`config.mk`:
```
export PLATFORM = sky130hd
export DESIGN_NAME = fine_reload_timer
export DESIGN_NICKNAME = d
export VERILOG_FILES = /design/src/rtl/rtf_pkg.sv /design/src/rtl/rtf_counter.sv /design/src/rtl/rtf_ctrl.sv /design/src/rtl/fine_reload_timer.sv
export SDC_FILE = /design/constraint.sdc
export NUM_CORES = 1
export LEC_CHECK = 0
export BUFFER_PORTS_ARGS = -buffer_cell sky130_fd_sc_hd__buf_2
export CAP_MARGIN = 40
export CELL_PAD_IN_SITES_DETAIL_PLACEMENT = 1
export CELL_PAD_IN_SITES_GLOBAL_PLACEMENT = 1
export CORE_ASPECT_RATIO = 1.75
export CORE_MARGIN = 1
export CORE_UTILIZATION = 44
export DETAILED_ROUTE_END_ITERATION = 12
export PLACE_DENSITY_LB_ADDON = 0.08
export SYNTH_ARGS = -nofsm -noshare
export SYNTH_HDL_FRONTEND = slang
export SYNTH_SLANG_ARGS = --single-unit
```
`constraint.sdc`:
```
create_clock -name clk -period 6.9 [get_ports clk]
set_clock_uncertainty 0.05 [all_clocks]
set_input_delay 0.69 -clock clk [delete_from_list [all_inputs] [get_ports clk]]
set_output_delay 0.69 -clock clk [all_outputs]
set_load 0.03 [all_outputs]
```
`src/rtl/rtf_pkg.sv`:
```
package rtf_pkg;
  localparam int DATA_W = 16;
  localparam int ADDR_W = 3;

  typedef enum logic [ADDR_W-1:0] {
    ADDR_DIV    = 3'd0,
    ADDR_RELOAD = 3'd1,
    ADDR_COUNT  = 3'd2,
    ADDR_CTRL   = 3'd3,
    ADDR_INT    = 3'd4
  } regAddr_e;

  // strobes from control to the counter datapath
  typedef struct packed {
    logic load;
    logic dec;
  } cntStrobe_t;
endpackage

```
`src/rtl/rtf_counter.sv`:
```
module rtf_counter
  import rtf_pkg::*;
#(
  parameter int CNT_W = 8
) (
  input  logic             clk,
  input  logic             rstN,
  input  cntStrobe_t       strobe,
  input  logic [CNT_W-1:0] reloadVal,
  output logic [CNT_W-1:0] count,
  output logic             countZero
);

  always_ff @(posedge clk or negedge rstN) begin
    if (!rstN)            count <= '1;
    else if (strobe.load) count <= reloadVal;
    else if (strobe.dec)  count <= count - 1'b1;
  end

  assign countZero = (count == '0);


  dec_step_chk: assert property (@(posedge clk) disable iff (!rstN)
    (strobe.dec && !strobe.load) |=> count == CNT_W'($past(count) - 1'b1));


  load_value_chk: assert property (@(posedge clk) disable iff (!rstN)
    strobe.load |=> count == $past(reloadVal));


  no_dec_at_zero_chk: assert property (@(posedge clk) disable iff (!rstN)
    !(strobe.dec && countZero));

endmodule

```
`src/rtl/rtf_ctrl.sv`:
```
module rtf_ctrl
  import rtf_pkg::*;
#(
  parameter int CNT_W  = 8,
  parameter int DIV_W  = 4,
  parameter int FINE_W = 4
) (
  input  logic              clk,
  input  logic              rstN,
  input  logic [ADDR_W-1:0] regAddr,
  input  logic              regWrEn,
  input  logic [DATA_W-1:0] regWrData,
  output logic [DATA_W-1:0] regRdData,
  input  logic [CNT_W-1:0]  count,
  input  logic              countZero,
  output cntStrobe_t        strobe,
  output logic [CNT_W-1:0]  reloadVal,
  output logic              underflowPulse,
  output logic              irq
);

  localparam int MAX_SHIFT = (1 << DIV_W) - 2;
  localparam int PRE_W     = MAX_SHIFT;

  logic [DIV_W-1:0]  divSel;
  logic [FINE_W-1:0] fineSel;
  logic              run, oneShot, intFlag, intEn;
  logic [PRE_W-1:0]  presc, prescMask;
  logic              divValid, tick;
  logic [FINE_W-1:0] periodIdx, revIdx;
  logic              holdDone, stretch, needHold, ufNow, holdSet;
  logic              wrDiv, wrReload, wrCtrl, wrInt, restartWr;
  logic              ufQ;
  logic [3:0]        unusedBits;

  assign unusedBits = regWrData[15:12];

  assign wrDiv     = regWrEn && (regAddr == ADDR_DIV);
  assign wrReload  = regWrEn && (regAddr == ADDR_RELOAD);
  assign wrCtrl    = regWrEn && (regAddr == ADDR_CTRL);
  assign wrInt     = regWrEn && (regAddr == ADDR_INT);
  assign restartWr = wrCtrl && regWrData[1];

  // prescaler
  assign divValid  = divSel <= DIV_W'(MAX_SHIFT);
  assign prescMask = ({{(PRE_W-1){1'b0}}, 1'b1} << divSel) - 1'b1;
  assign tick      = run && divValid && ((presc & prescMask) == prescMask);

  always_ff @(posedge clk or negedge rstN) begin
    if (!rstN)                 presc <= '0;
    else if (!run || restartWr) presc <= '0;
    else                       presc <= presc + 1'b1;
  end

  // dither selection: bit-reversed period index against the dither count
  for (genvar i = 0; i < FINE_W; i++) begin : g_rev
    assign revIdx[i] = periodIdx[FINE_W-1-i];
  end
  assign stretch  = revIdx < fineSel;
  assign needHold = stretch && !holdDone;

  assign ufNow   = tick && !restartWr && countZero && !needHold;
  assign holdSet = tick && !restartWr && countZero && needHold;

  assign strobe.load = restartWr || ufNow;
  assign strobe.dec  = tick && !restartWr && !countZero;

  always_ff @(posedge clk or negedge rstN) begin
    if (!rstN) begin
      periodIdx <= '0;
      holdDone  <= 1'b0;
    end else if (restartWr) begin
      periodIdx <= '0;
      holdDone  <= 1'b0;
    end else if (ufNow) begin
      periodIdx <= periodIdx + 1'b1;
      holdDone  <= 1'b0;
    end else if (holdSet) begin
      holdDone  <= 1'b1;
    end
  end

  // registers
  always_ff @(posedge clk or negedge rstN) begin
    if (!rstN) begin
      divSel    <= '0;
      reloadVal <= '0;
      fineSel   <= '0;
      oneShot   <= 1'b0;
      run       <= 1'b0;
      intEn     <= 1'b0;
      intFlag   <= 1'b0;
      ufQ       <= 1'b0;
    end else begin
      ufQ <= ufNow;
      if (wrDiv)    divSel    <= regWrData[DIV_W-1:0];
      if (wrReload) reloadVal <= regWrData[CNT_W-1:0];
      if (wrCtrl) begin
        run     <= regWrData[0];
        oneShot <= regWrData[4];
        fineSel <= regWrData[8 +: FINE_W];
      end else if (ufNow && oneShot) begin
        run <= 1'b0;
      end
      if (wrInt) intEn <= regWrData[8];
      if (ufNow)                      intFlag <= 1'b1;
      else if (wrInt && regWrData[0]) intFlag <= 1'b0;
    end
  end

  assign underflowPulse = ufQ;
  assign irq            = intFlag && intEn;

  always_comb begin
    regRdData = '0;
    case (regAddr)
      ADDR_DIV:    regRdData[DIV_W-1:0] = divSel;
      ADDR_RELOAD: regRdData[CNT_W-1:0] = reloadVal;
      ADDR_COUNT:  regRdData[CNT_W-1:0] = count;
      ADDR_CTRL: begin
        regRdData[0]          = run;
        regRdData[4]          = oneShot;
        regRdData[8 +: FINE_W] = fineSel;
      end
      ADDR_INT: begin
        regRdData[0] = intFlag;
        regRdData[8] = intEn;
      end
      default: regRdData = '0;
    endcase
  end


  flag_set_chk: assert property (@(posedge clk) disable iff (!rstN)
    ufNow |=> intFlag);


  oneshot_stop_chk: assert property (@(posedge clk) disable iff (!rstN)
    (ufNow && oneShot && !wrCtrl) |=> !run);


  stopped_quiet_chk: assert property (@(posedge clk) disable iff (!rstN)
    !run |=> !underflowPulse);


  hold_then_reload_chk: assert property (@(posedge clk) disable iff (!rstN)
    holdSet |=> countZero);

endmodule

```
`src/rtl/fine_reload_timer.sv`:
```
module fine_reload_timer
  import rtf_pkg::*;
#(
  parameter int CNT_W  = 8,
  parameter int DIV_W  = 4,
  parameter int FINE_W = 4
) (
  input  logic        clk,
  input  logic        rstN,
  input  logic [2:0]  regAddr,
  input  logic        regWrEn,
  input  logic [15:0] regWrData,
  output logic [15:0] regRdData,
  output logic        underflowPulse,
  output logic        irq
);

  cntStrobe_t       strobe;
  logic [CNT_W-1:0] reloadVal, count;
  logic             countZero;

  rtf_ctrl #(.CNT_W(CNT_W), .DIV_W(DIV_W), .FINE_W(FINE_W)) u_ctrl (
    .clk(clk), .rstN(rstN), .regAddr(regAddr), .regWrEn(regWrEn),
    .regWrData(regWrData), .regRdData(regRdData), .count(count),
    .countZero(countZero), .strobe(strobe), .reloadVal(reloadVal),
    .underflowPulse(underflowPulse), .irq(irq)
  );

  rtf_counter #(.CNT_W(CNT_W)) u_counter (
    .clk(clk), .rstN(rstN), .strobe(strobe), .reloadVal(reloadVal),
    .count(count), .countZero(countZero)
  );

endmodule

```
-- Word-level counts from Yosys, hierarchy flattened
Index checks and enable logic that the tools add are counted.
- logic and storage cells: 73
- output and inout bits: 18
- flip-flop bits (word level): 48
- shifts and indexed selects: 1
- order comparisons: 2
- multiplexer cells: 18
- equality and inequality tests: 5
- $add $sub $neg: 4
- bitwise logic cells: 1
- reductions and logical operators: 30
- operators with widths (kind ; number):
    1-bit logical AND ; 16
    8-bit two-way mux ; 2
    14-bit by 1-bit adder with 14-bit output, second input constant ; 1
    14-bit bitwise AND ; 1
    14-bit == test ; 1
    14-bit two-way mux ; 1
    1-bit by 4-bit << shifter with 14-bit output, first input constant ; 1
    14-bit by 1-bit subtractor with 14-bit output, second input constant ; 1
    3-bit one-hot mux with 3 select lines ; 1
    8-bit zero test ; 1
    4-bit two-way mux ; 2
    2-bit nonzero test ; 4
    8-bit by 1-bit subtractor with 8-bit output, second input constant ; 1
    1-bit two-way mux ; 7
    3-bit by 2-bit == test with 1-bit output, second input constant ; 2
    3-bit one-hot mux with 2 select lines ; 1
    1-bit zero test ; 5
    1-bit one-hot mux with 5 select lines ; 1
    4-bit by 1-bit adder with 4-bit output, second input constant ; 1
    4-bit less-or-equal comparator, second input constant ; 1
    4-bit less-than comparator ; 1
    3-bit by 1-bit == test with 1-bit output, second input constant ; 1
    3-bit == test, second input constant ; 1
    3-bit zero test ; 1
    other kinds (5) ; 6

-- Longest topological paths before layout
Gate-level depths: netlist of the first run.
- depth after elaboration: 11
- depth in mapped cells: 14
- depth with buffers taken out: 10

-- Hierarchy
From an unflattened synthesis of the first run, not the netlist that was laid out.
- cells, all modules: 288
- area total of the unflattened synthesis: 2859.0 um^2
- by module, submodules not included (module ; cells an instance ; times used ; area each (um^2) ; seq. area each (um^2)):
    rtf_ctrl ; 238 ; 1 ; 2374.8 ; 1001.0
    rtf_counter ; 50 ; 1 ; 484.2 ; 210.2

-- Worst setup path after synthesis of the first run
No wires, ideal clock.
- kind: reg2reg
- start: register u_ctrl.divSel[1]
- end: register u_counter.count[4]
- buffers on the path: 3
- period minus slack after synthesis: 3161 ps
- arrival time: 3034 ps
- cell stages (with the launch flop): 14
- required time: 6773 ps
- path slack: 3739 ps
- path through: dfrtp_1 -> buf_2 -> buf_2 -> nor3_1 -> nand2b_1 -> ha_1 -> buf_2 -> nor2b_1 -> a221oi_2 -> o2111ai_1 -> nor4_4 -> nand2_1 -> or4_1 -> a31oi_1
- cells in the longest elaborated chain, start to end: 10
- elaborated cells on any way between the ends: 14
- classes of those cells: add/sub (1); order compare (1); eq/ne (1); shift (1); mux (1); bitwise (1); reduce/logical (8)
- ends and longest elaborated chain (what ; line ; source):
    from (decl) ; rtf_ctrl.sv:25 ; logic [DIV_W-1:0] divSel;
    from (signal assigned) ; rtf_ctrl.sv:96 ; if (wrDiv) divSel <= regWrData[DIV_W-1:0];
    1-bit by 4-bit << shifter with 14-bit output ; rtf_ctrl.sv:46 ; assign prescMask = ({{(PRE_W-1){1'b0}}, 1'b1} << divSel) - 1'b1;
    14-bit by 1-bit subtractor with 14-bit output ; rtf_ctrl.sv:46 ;
    14-bit bitwise AND ; rtf_ctrl.sv:47 ; assign tick = run && divValid && ((presc & prescMask) == prescMask);
    14-bit == test ; rtf_ctrl.sv:47 ;
    1-bit logical AND * ; rtf_ctrl.sv:47 ;
    1-bit logical AND * ; rtf_ctrl.sv:62, rtf_ctrl.sv:66 ;
    1-bit logical AND (2 in a row) ; rtf_ctrl.sv:62 ; assign ufNow = tick && !restartWr && countZero && !needHold;
    1-bit logical OR ; rtf_ctrl.sv:65 ; assign strobe.load = restartWr || ufNow;
    8-bit two-way mux / 2-bit nonzero test (equally long branches) ; -- ;
    to (signal assigned) ; rtf_counter.sv:16 ; else if (strobe.load) count <= reloadVal;
    to (signal assigned) ; rtf_counter.sv:17 ; else if (strobe.dec) count <= count - 1'b1;
    to (decl) ; rtf_counter.sv:10 ; output logic [CNT_W-1:0] count,
Mark *: on every way between the ends. The rest lies on a longest branch, timed or not.
A chain may end at the register's enable or synchronous reset.

-- Worst setup path in the final report of the first run
- start: register u_ctrl.divSel[1]
- end: register u_counter.count[6]
The elaborated chain is that of the path after synthesis.

==> results of run 1 <==
==> worst reg2reg max path: cells and delay by family, from the launching register on <==
kind,cells,cell delay (ps)
adder cells (fa/ha/maj),1,350
AND/OR/NAND/NOR,6,1780
multiplexers,1,350
flip-flops,1,590
AO/OA/AOI/OAI,2,480
==> flip-flops by register name, indices dropped and copies added (netlist names) <==
register               count
u_counter.count            8
u_ctrl.periodIdx           4
u_ctrl.divSel              4
u_ctrl.holdDone            1
u_ctrl.oneShot             1
u_ctrl.intFlag             1
u_ctrl.presc              14
u_ctrl.fineSel             4
u_ctrl.intEn               1
u_ctrl.run                 1
u_ctrl.underflowPulse      1
u_ctrl.reloadVal           8
==> worst max path at each step <==
stage                     slack, ps                  end  cells past startpoint
after floorplan                3740   u_counter.count[4]                     13
after global placement         3350   u_counter.count[6]                     10
after detailed placement       3300  u_ctrl.periodIdx[3]                     10
after CTS                      3200  u_ctrl.periodIdx[3]                     10
after global routing           2980  u_ctrl.periodIdx[3]                     10
final                          3220   u_counter.count[6]                     10
==> power by group through the flow <==
stage,clock (W),sequential [W],combinational (W)
after floorplan,0,0.000367,0.000190
after global placement,0,0.000395,0.000217
after detailed placement,0,0.000396,0.000225
after CTS,0.000254,0.000392,0.000226
after global routing,0.000261,0.000400,0.000250
final,0.000245,0.000391,0.000222
==> final cells by class <==
class                   count  area (sq um)
well taps                  82           103
inverters                  18          67.6
clock buffers               8           146
multi-input cells         224          1570
repair buffers             33           174
fillers                   762          3220
flip-flops and latches     48          1210
==> stage by stage <==
stage / total power (W) / instances / cell area, sq um / worst slack, ps / hold slack [ps]
after floorplan: 0.000557 / 306 / 2940 / 3740 / 344
after global placement: 0.000612 / 404 / 3110 / 3350 / 437
after detailed placement: 0.000621 / 405 / 3120 / 3300 / 446
after CTS: 0.000872 / 413 / 3270 / 3200 / 460
after global routing: 0.000912 / 413 / 3270 / 2980 / 465
final: 0.000858 / 413 / 3270 / 3220 / 454
==> cell families after synthesis <==
group / count (synthesis) / synth area share
and+or+nand+nor: 111 / 0.212
AOI/OAI and AO/OA: 58 / 0.130
DFF: 48 / 0.414
buffers and inverters: 34 / 0.0547
muxes: 29 / 0.113
xor gates and xnor gates: 15 / 0.0449
adders and majority gates: 7 / 0.0299
other: 1 / 0.00128
==> metal layers <==
metal,share of wire,vias up,wire length (microns),track usage
met3,0.016,13,119,0.0332
met5,0,-,0,0
met1,0.39,1160,2880,0.252
li1,-,1125,-,-
met2,0.57,29,4210,0.434
met4,0.023,0,167,0.0942
==> layout by cell type (no fill, tap or decap), drive strengths merged, types with 8 or more instances in the layout <==
cell type,count
buf,32
nor2,33
clkbuf,8
nor3,8
nand3,8
dfstp,8
mux2,22
a21oi,13
o21ai,16
dfrtp,40
nand2,19
inv,18
xnor2,10
==> impl_metrics.csv, run 1 <==
group,metric,value,unit
status,status,"completed",
worst_setup_path,r2r_cells,10,
flow_run,maxCapViolCount,0,
clocking,cts.repair.resized,0,
sta,final_hold_viol_count,0,
clocking,cts-root-buf,"clkbuf_16",
sta,slew_headroom,0.583,
worst_setup_path,worstPathMaxFanout,19,
power,combPwrFrac,0.258,
drt,via_per_inst,5.63,
drt,drt_pre_antenna_iters,4,
drt,drt_iter0_drc,96,
drt,final_antenna_net_count,0,
floorplan,chipHeight,110,microns
floorplan,fp.coreArea,6490,sq um
logic_synthesis,ys_top_cells_by_count,"40 x dfrtp_1, 32 x nor2_1, 19 x nand2_1",
drt,wl,7.38,mm
logic_synthesis,syn_avg_cell_area,9.66,sq um
logic_synthesis,netlist_instances,303,
grt,grt_max_degree,49,
worst_setup_path,setup.worst_path.start,"u_ctrl.divSel[1]",
floorplan,num_io_pins,40,
worst_setup_path,reg2reg_from,"u_ctrl.divSel[1]",
floorplan,fp.dieArea,6990,sq um
worst_setup_path,r2r_setup_slack,3220,ps
sta,drv_slew,0,
sta,setup_violations,0,
grt,grt_overflow,0,
worst_setup_path,cp_data_arrival_time,3840,ps
power,ir_drop,0.204,mV
worst_setup_path,path_buf_inv,0,
worst_setup_path,critPathKind,"flop to flop",
place,dp_hpwl,5.55,mm
logic_synthesis,synth_ff_type,"dfrtp_1",
logic_synthesis,synth-async-reset-ratio,1.00,
power,clockPowerShare,0.286,
clocking,cts_num_sinks,48,
logic_synthesis,synth_top_area_frac,0.342,
worst_setup_path,slowest_delay,590,ps
clocking,cts_tree,"yes",
sta,finalCriticalPeriod,3680,ps
grt,grtUsageTotal,0.230,
worst_setup_path,worstPathCellList,"nor3_1, nand2_1, ha_1, nor2b_1, a221oi_2, o2111ai_1, nor4_4, and4_1, nor2_4, mux2_1",
final_layout,final_net_count,359,
clocking,worstSkewPairLatency,290,ps
place,port_buffers,31,
grt,first_global_vias,2359,
worst_setup_path,start_kind,"flop",
worst_setup_path,worstSetupEndpointType,"flop",
sta,finalSetupTns,0,ps
logic_synthesis,synth-edff-count,0,
worst_setup_path,path_delay_family,"simple AND/OR/NAND/NOR gates",
final_layout,antenna_cells,0,
power,swShare,0.327,
logic_synthesis,synth.distinct_cells,59,
worst_setup_path,rr_endpoint,"u_counter.count[6]",
clocking,cts_made_buffers,5,
clocking,cts_max_level,2,
power,leakagePower,1.46,nW
final_layout,fin_util,0.504,
final_layout,syn_to_final_growth,11.7,%
grt,antenna_found_initial,0,
drt,drt-wirelength-per-cell,17.9,microns
clocking,postCtsSetupRepairBufs,0,
clocking,cts_max_path_buffers,2,
worst_setup_path,worst_path_max_delay_cell,"dfrtp_1",
grt,grt_first_pass_wirelength,12.0,mm
clocking,hold_buffers,0,
logic_synthesis,synth_seq_area_share,0.414,
sta,rsz0062_at_grt,"false",
sta,tightest_slew,625,ps
final_layout,final_layout_size_suffix_gt1_frac,0.221,
floorplan,fp.dieW,63.7,microns
floorplan,placementRows,39,
floorplan,start_util,0.451,
sta,finalCritPeriodShare,0.534,
power,p_per_area,263,nW/um^2
power,p_int,0.000577,W
drt,drc_errors,0,
sta,max_freq,272,MHz
power,p_switching,0.000281,W
logic_synthesis,yosys_warnings,0,
place,routabilityCongestion,0.780,
clocking,path_clk_slew,60,ps
worst_setup_path,required,7060,ps
logic_synthesis,netlist_top_cells_area,"dfrtp_1 34%, dfstp_2 7.2%, mux2_2 6.2%",
drt,vias,2327,
logic_synthesis,yosysMostFrequentCell,"dfrtp_1",
power,seq_power_share,0.456,
logic_synthesis,netlist_area,2930,sq um
logic_synthesis,synth_area_leader_cell,"dfrtp_1",
min_path,hp-class,"input pin to asynchronous set/reset pin",
logic_synthesis,synth-seq-cells,48,
No activity file was read; power rests on OpenSTA's default activity.
==> inputs of run 2 (changes only) <==
Settings changed: ABC_AREA set to 1, CORE_UTILIZATION 44 to 38.
Clock period 6.9 ns to 3.02 ns, I/O delays scaled along.
==> run 2 against run 1 <==
Synthesized area increased by 4.2%. Highest routed layer unchanged. Critical endpoint is now u_counter.count[4]. Setup slack worse by 2800 ps. Register-to-register slack got worse by 2800 ps.
==> impl_metrics.csv, run 2 <==
group,metric,value,unit
power,power,0.00194,W
final_layout,fill_cells,985,
power,leakagePower,1.77,nW
final_layout,largest_reg_flops,14,
power,p_per_area,568,nW/um^2
place,routabilityCongestion,0.808,
sta,max_freq,384,MHz
worst_setup_path,crit_top_cell,"nand2_1",
final_layout,syn_to_final_growth,12.3,%
logic_synthesis,synth.distinct_cells,37,
grt,grt_overflow,0,
sta,finalCriticalPeriod,2610,ps
final_layout,layout_common_cells,"110 x nand2_1, 55 x inv_1, 40 x dfrtp_1, 32 x nor2_1, 31 x buf_2",
logic_synthesis,synth-seq-cells,48,
place,port_buffers,31,
grt,grt_first_pass_wirelength,14.1,mm
final_layout,fin_util,0.446,
clocking,cts_max_level,2,
clocking,cts_max_path_buffers,2,
worst_setup_path,worstPathMaxFanout,13,
worst_setup_path,cp_data_arrival_time,2780,ps
worst_setup_path,worstSetupEndpointType,"flop",
final_layout,regArea,1210,sq um
sta,slew_headroom,0.594,
grt,first_global_vias,2887,
logic_synthesis,synth_top_area_frac,0.328,
sta,drv_slew,0,
power,ir_drop,0.465,mV
sta,final_hold_viol_count,0,
logic_synthesis,synth_xor_area_frac,0.0259,
logic_synthesis,synthMuxAreaShare,0.00369,
drt,drt_pre_antenna_iters,4,
floorplan,fp.coreArea,7670,sq um
drt,wl,8.33,mm
final_layout,final_layout_size_suffix_gt1_frac,0.167,
min_path,hp-class,"input pin to flop",
worst_setup_path,path_buf_inv,1,
logic_synthesis,yosysMostFrequentCell,"nand2_1",
clocking,cts_num_sinks,48,
clocking,cts_tree,"yes",
sta,finalCritPeriodShare,0.863,
worst_setup_path,required,3190,ps
logic_synthesis,synth-edff-count,0,
drt,drt-wirelength-per-cell,15.7,microns
status,status,"completed",
worst_setup_path,start_kind,"flop",
logic_synthesis,synth_compound_area_frac,0.0886,
grt,grtUsageTotal,0.220,
floorplan,chipHeight,121,microns
flow_run,maxCapViolCount,0,
logic_synthesis,yosys.area_share.adder,0.0287,
clocking,worstSkewPairLatency,290,ps
sta,finalSetupTns,0,ps
logic_synthesis,synth_simple_gate_area_frac,0.343,
final_layout,final_net_count,472,
floorplan,fp.dieW,69.7,microns
logic_synthesis,yosys_warnings,0,
clocking,cts_made_buffers,5,
worst_setup_path,r2r_setup_slack,410,ps
drt,drt_iter0_drc,117,
final_layout,post_layout_nonfiller_instances,531,
logic_synthesis,synth_seq_area_share,0.397,
logic_synthesis,synth_area_leader_cell,"dfrtp_1",
drt,via_per_inst,5.18,
logic_synthesis,synth-async-reset-ratio,1.00,
floorplan,fp.dieArea,8400,sq um
final_layout,reg_top3,"u_ctrl.presc: 14 flops, u_counter.count: 8 flops, u_ctrl.reloadVal: 8 flops",
worst_setup_path,worstPathCellList,"nor2_1, nand3_1, ha_1, inv_1, a21oi_1, nand2_1, nand3_1, nand3_1, nor2_4, nand4_4, nand2_4, nand2_1, nand2_1, nand2_1",
logic_synthesis,ys_top_cells_by_count,"110 x nand2_1, 55 x inv_1, 40 x dfrtp_1",
drt,vias,2751,
logic_synthesis,netlist_top_cells_area,"dfrtp_1 33%, nand2_1 14%, dfstp_2 6.9%",
floorplan,start_util,0.397,
drt,drc_errors,0,
floorplan,placementRows,42,
floorplan,num_io_pins,40,
sta,setup_violations,0,
final_layout,antenna_cells,0,
sta,worst_slack,415,ps
worst_setup_path,slowest_delay,630,ps
logic_synthesis,netlist_instances,409,
logic_synthesis,syn_avg_cell_area,7.46,sq um
sta,tightest_slew,604,ps
logic_synthesis,netlist_area,3050,sq um
clocking,postCtsSetupRepairBufs,0,
place,dpl.cell_count,523,
clocking,cts-root-buf,"clkbuf_16",
final_layout,layout_commonest_cell,"nand2_1",
clocking,path_clk_slew,70,ps
final_layout,top_register,"u_ctrl.presc",
grt,grt_max_degree,30,
final_layout,multi_input_area,1510,sq um
logic_synthesis,synth_top_family_by_area,"simple AND/OR/NAND/NOR gates",
worst_setup_path,critPathKind,"flop to flop",
place,dp_hpwl,6.70,mm
logic_synthesis,synth_ff_type,"dfrtp_1",
sta,rsz0062_at_grt,"false",
place,pre_cts_slack,417,ps
grt,antenna_found_initial,0,
worst_setup_path,worst_path_max_delay_cell,"dfrtp_1",
drt,final_antenna_net_count,0,
worst_setup_path,path_delay_family,"simple AND/OR/NAND/NOR gates",
run 2: power by group:
part           switching, W  total, W  leakage [nW]  internal (W)
clock              0.000237  0.000539        0.0667      0.000301
sequential        0.0000877  0.000836         0.605      0.000749
combinational      0.000378  0.000570          1.09      0.000192
total              0.000702   0.00194          1.77       0.00124
run 2: worst paths after layout:
kind | startpoint | endpoint | depth (start not counted)
worst min register to register | u_ctrl.reloadVal[3] | u_ctrl.reloadVal[3] | 2
worst min-delay path | regWrData[11] | u_ctrl.fineSel[3] | 3
worst max register to register | u_ctrl.divSel[2] | u_counter.count[4] | 14
max in group asynchronous | rstN | u_counter.count[0] | 3
min in group asynchronous | rstN | u_ctrl.presc[2] | 2
worst max-delay path | u_ctrl.divSel[2] | u_counter.count[4] | 14
run 2: what timing repair did:
| item | 4_1_cts | 5_1_grt |
|---|---|---|
| hold buffers | 1 | 0 |
| setup endpoints to repair | 0 | 0 |
| hold endpoints to repair | 14 | 0 |
| gates resized for setup | 0 | 0 |
run 2: logic make-up (layout without fill, tap and decap cells):
group                      after synthesis  count (layout)
and+or+nand+nor                        218             218
AOI/OAI and AO/OA                       49              49
buffers and inverters                   76             107
xor gates and xnor gates                 9               9
adders and majority gates                7               7
muxes                                    1               1
DFF                                     48              48
other                                    1               4
run 2: metrics by stage:
stage,instance area (sq um),hold WS (ps)
after floorplan,3060,-43.6
after global placement,3260,422
after detailed placement,3280,216
after CTS,3420,161
after global routing,3420,180
final,3420,169
run 2: area by class of cell:
cell class | count | area share
Clock buffer | 6 | 0.0376
Clock inverter | 1 | 0.00146
Inverter | 61 | 0.0669
Multi-Input combinational cell | 288 | 0.441
Sequential cell | 48 | 0.354
Tap cell | 88 | 0.0322
Timing Repair Buffer | 39 | 0.0673
run 2: tightest hold or removal path, delay by kind of cell:
kind,cells,cell delay [ps]
and+or+nand+nor,1,40
buffers and inverters,1,70
AOI/OAI and AO/OA,1,60
run 2: per-layer routing:
layer / vias up / part of all wire / global-route usage
li1: 1377 / - / -
met1: 1323 / 0.38 / 0.221
met2: 37 / 0.57 / 0.430
met3: 14 / 0.020 / 0.0408
met4: 0 / 0.026 / 0.0950
met5: - / 0 / 0
==> inputs of run 3 (changes only) <==
Settings changed: REMOVE_ABC_BUFFERS set to 1.
==> run 3 against run 2 <==
Hold slack worse by 5.7 ps. Wire length grew 4.5%. Largest power group unchanged. Register-to-register slack worse by 50 ps. Core utilization up 0.23 points. Via count is 1.5% higher. Final cell count increased by 0.56%.
==> impl_metrics.csv, run 3 (synthesis results as in run 2) <==
group,metric,value,unit
drt,drt_pre_antenna_iters,4,
final_layout,final_net_count,474,
grt,gr-usage-met2,0.468,
clocking,cts_max_path_buffers,2,
sta,drv_slew,0,
place,port_buffers,31,
power,p_per_area,571,nW/um^2
place,routabilityCongestion,0.822,
worst_setup_path,worstSetupEndpointType,"flop",
worst_setup_path,start_kind,"flop",
sta,finalCritPeriodShare,0.880,
final_layout,antenna_cells,0,
power,swShare,0.363,
drt,drt-wirelength-per-cell,16.3,microns
worst_setup_path,crit_top_cell,"nand3_1",
grt,grtUsageTotal,0.229,
min_path,hp-class,"input pin to flop",
drt,vias,2791,
final_layout,final_layout_size_suffix_gt1_frac,0.168,
grt,met3_usage,0.0258,
worst_setup_path,slowest_delay,630,ps
power,p_int,0.00125,W
clocking,postCtsSetupRepairBufs,0,
final_layout,reg_top3,"u_ctrl.presc: 14 flops, u_counter.count: 8 flops, u_ctrl.reloadVal: 8 flops",
final_layout,largest_reg_flops,14,
worst_setup_path,cp_data_arrival_time,2770,ps
worst_setup_path,worstPathCellList,"nor2_1, nand3_1, ha_1, inv_1, a21oi_1, nand2_1, nand3_1, nand3_1, nor2_4, nand4_4, buf_4, nor2_1, o21ai_0",
clocking,cts_tree,"yes",
grt,use_met1,0.224,
clocking,worstSkewPairLatency,290,ps
floorplan,num_io_pins,40,
floorplan,fp.dieArea,8400,sq um
power,p_switching,0.000713,W
final_layout,fin_util,0.448,
floorplan,fp.coreArea,7670,sq um
worst_setup_path,critPathKind,"flop to flop",
power,combPwrFrac,0.291,
sta,rsz0062_at_grt,"false",
worst_setup_path,required,3140,ps
grt,busiest_layer,"met2",
worst_setup_path,worstPathMaxFanout,13,
drt,final_antenna_net_count,0,
sta,tightest_slew,545,ps
grt,grt_first_pass_wirelength,14.8,mm
clocking,cts_made_buffers,5,
grt,first_global_vias,3085,
floorplan,fp.dieW,69.7,microns
grt,grt_max_degree,33,
floorplan,start_util,0.397,
worst_setup_path,worst_path_max_delay_cell,"dfrtp_1",
grt,grt_overflow,0,
power,leakagePower,1.77,nW
final_layout,layout_commonest_cell,"nand2_1",
sta,max_freq,376,MHz
drt,via_per_inst,5.23,
drt,wl,8.70,mm
flow_run,maxCapViolCount,0,
final_layout,fill_cells,980,
floorplan,chipHeight,121,microns
final_layout,top_register,"u_ctrl.presc",
clocking,cts-root-buf,"clkbuf_16",
sta,finalCriticalPeriod,2660,ps
power,clockPowerShare,0.282,
drt,drc_errors,0,
power,seq_power_share,0.427,
sta,final_hold_viol_count,0,
grt,antenna_found_initial,0,
floorplan,placementRows,42,
sta,slew_headroom,0.634,
clocking,path_clk_slew,70,ps
status,status,"completed",
place,dp_hpwl,6.91,mm
clocking,cts_max_level,2,
drt,drt_iter0_drc,98,
power,ir_drop,0.341,mV
clocking,cts_num_sinks,48,
sta,finalSetupTns,0,ps
final_layout,syn_to_final_growth,12.8,%
final_layout,layout_common_cells,"110 x nand2_1, 55 x inv_1, 40 x dfrtp_1, 32 x nor2_1, 31 x buf_2",
sta,setup_violations,0,
power,power,0.00196,W
[run 3: cell count changes in the layout (fill, tap and decap cells not counted)]
cell,delta
buf_4,+2
clkbuf_1,+2
clkinv_2,-1
[run 3: worst paths after layout]
| check | startpoint | end | slack [ps] | cells after the start |
|---|---|---|---|---|
| max in group asynchronous | rstN | u_counter.count[7] | 1950 | 3 |
| worst min register to register | u_ctrl.fineSel[0] | u_ctrl.fineSel[0] | 450 | 2 |
| worst max-delay path | u_ctrl.divSel[2] | u_ctrl.run | 360 | 13 |
| worst max register to register | u_ctrl.divSel[2] | u_ctrl.run | 360 | 13 |
| worst min-delay path | regWrData[10] | u_ctrl.fineSel[2] | 160 | 3 |
| min in group asynchronous | rstN | u_ctrl.presc[2] | 400 | 2 |
[run 3: worst max-delay path, delay by kind of cell (launching register included)]
family	cells	cell delay, ps
buffers and inverters	2	360
adder cells (fa/ha/maj)	1	320
AND/OR/NAND/NOR	8	930
AO/OA/AOI/OAI	2	220
flip-flops	1	630
[run 3: final cells by class]
type,count,area (sq um),share of cell area
multi-input combinational,288,1510,0.439
sequential,48,1210,0.352
timing repair buffer,41,245,0.0713
inverter,61,229,0.0665
clock buffer,8,136,0.0396
tap,88,110,0.0320
[run 3: through the flow]
stage | instances | hold slack (ps) | area (sq um) | setup slack [ps]
final | 534 | 163 | 3440 | 363
after global routing | 534 | 171 | 3440 | 137
after CTS | 534 | 159 | 3440 | 358
after detailed placement | 525 | 186 | 3290 | 380
after global placement | 524 | 423 | 3270 | 411
after floorplan | 397 | -43.6 | 2950 | 556
[run 3: repair_timing]
item	in CTS	in global routing
gates resized for setup	0	0
hold endpoints to repair	12	0
hold buffers	1	0
[run 3: routing by layer]
| metal | vias to the layer above | part of all wire |
|---|---|---|
| met5 | - | 0 |
| met4 | 0 | 0.025 |
| met3 | 13 | 0.017 |
| met2 | 38 | 0.59 |
| met1 | 1359 | 0.37 |
| li1 | 1381 | - |
[run 3: power by group through the flow]
stage / clock network (W) / logic (W) / registers, W
after floorplan: 0 / 0.000404 / 0.000825
after global placement: 0 / 0.000558 / 0.000847
after detailed placement: 0 / 0.000577 / 0.000852
after CTS: 0.000573 / 0.000581 / 0.000840
after global routing: 0.000594 / 0.000656 / 0.000849
final: 0.000554 / 0.000572 / 0.000838
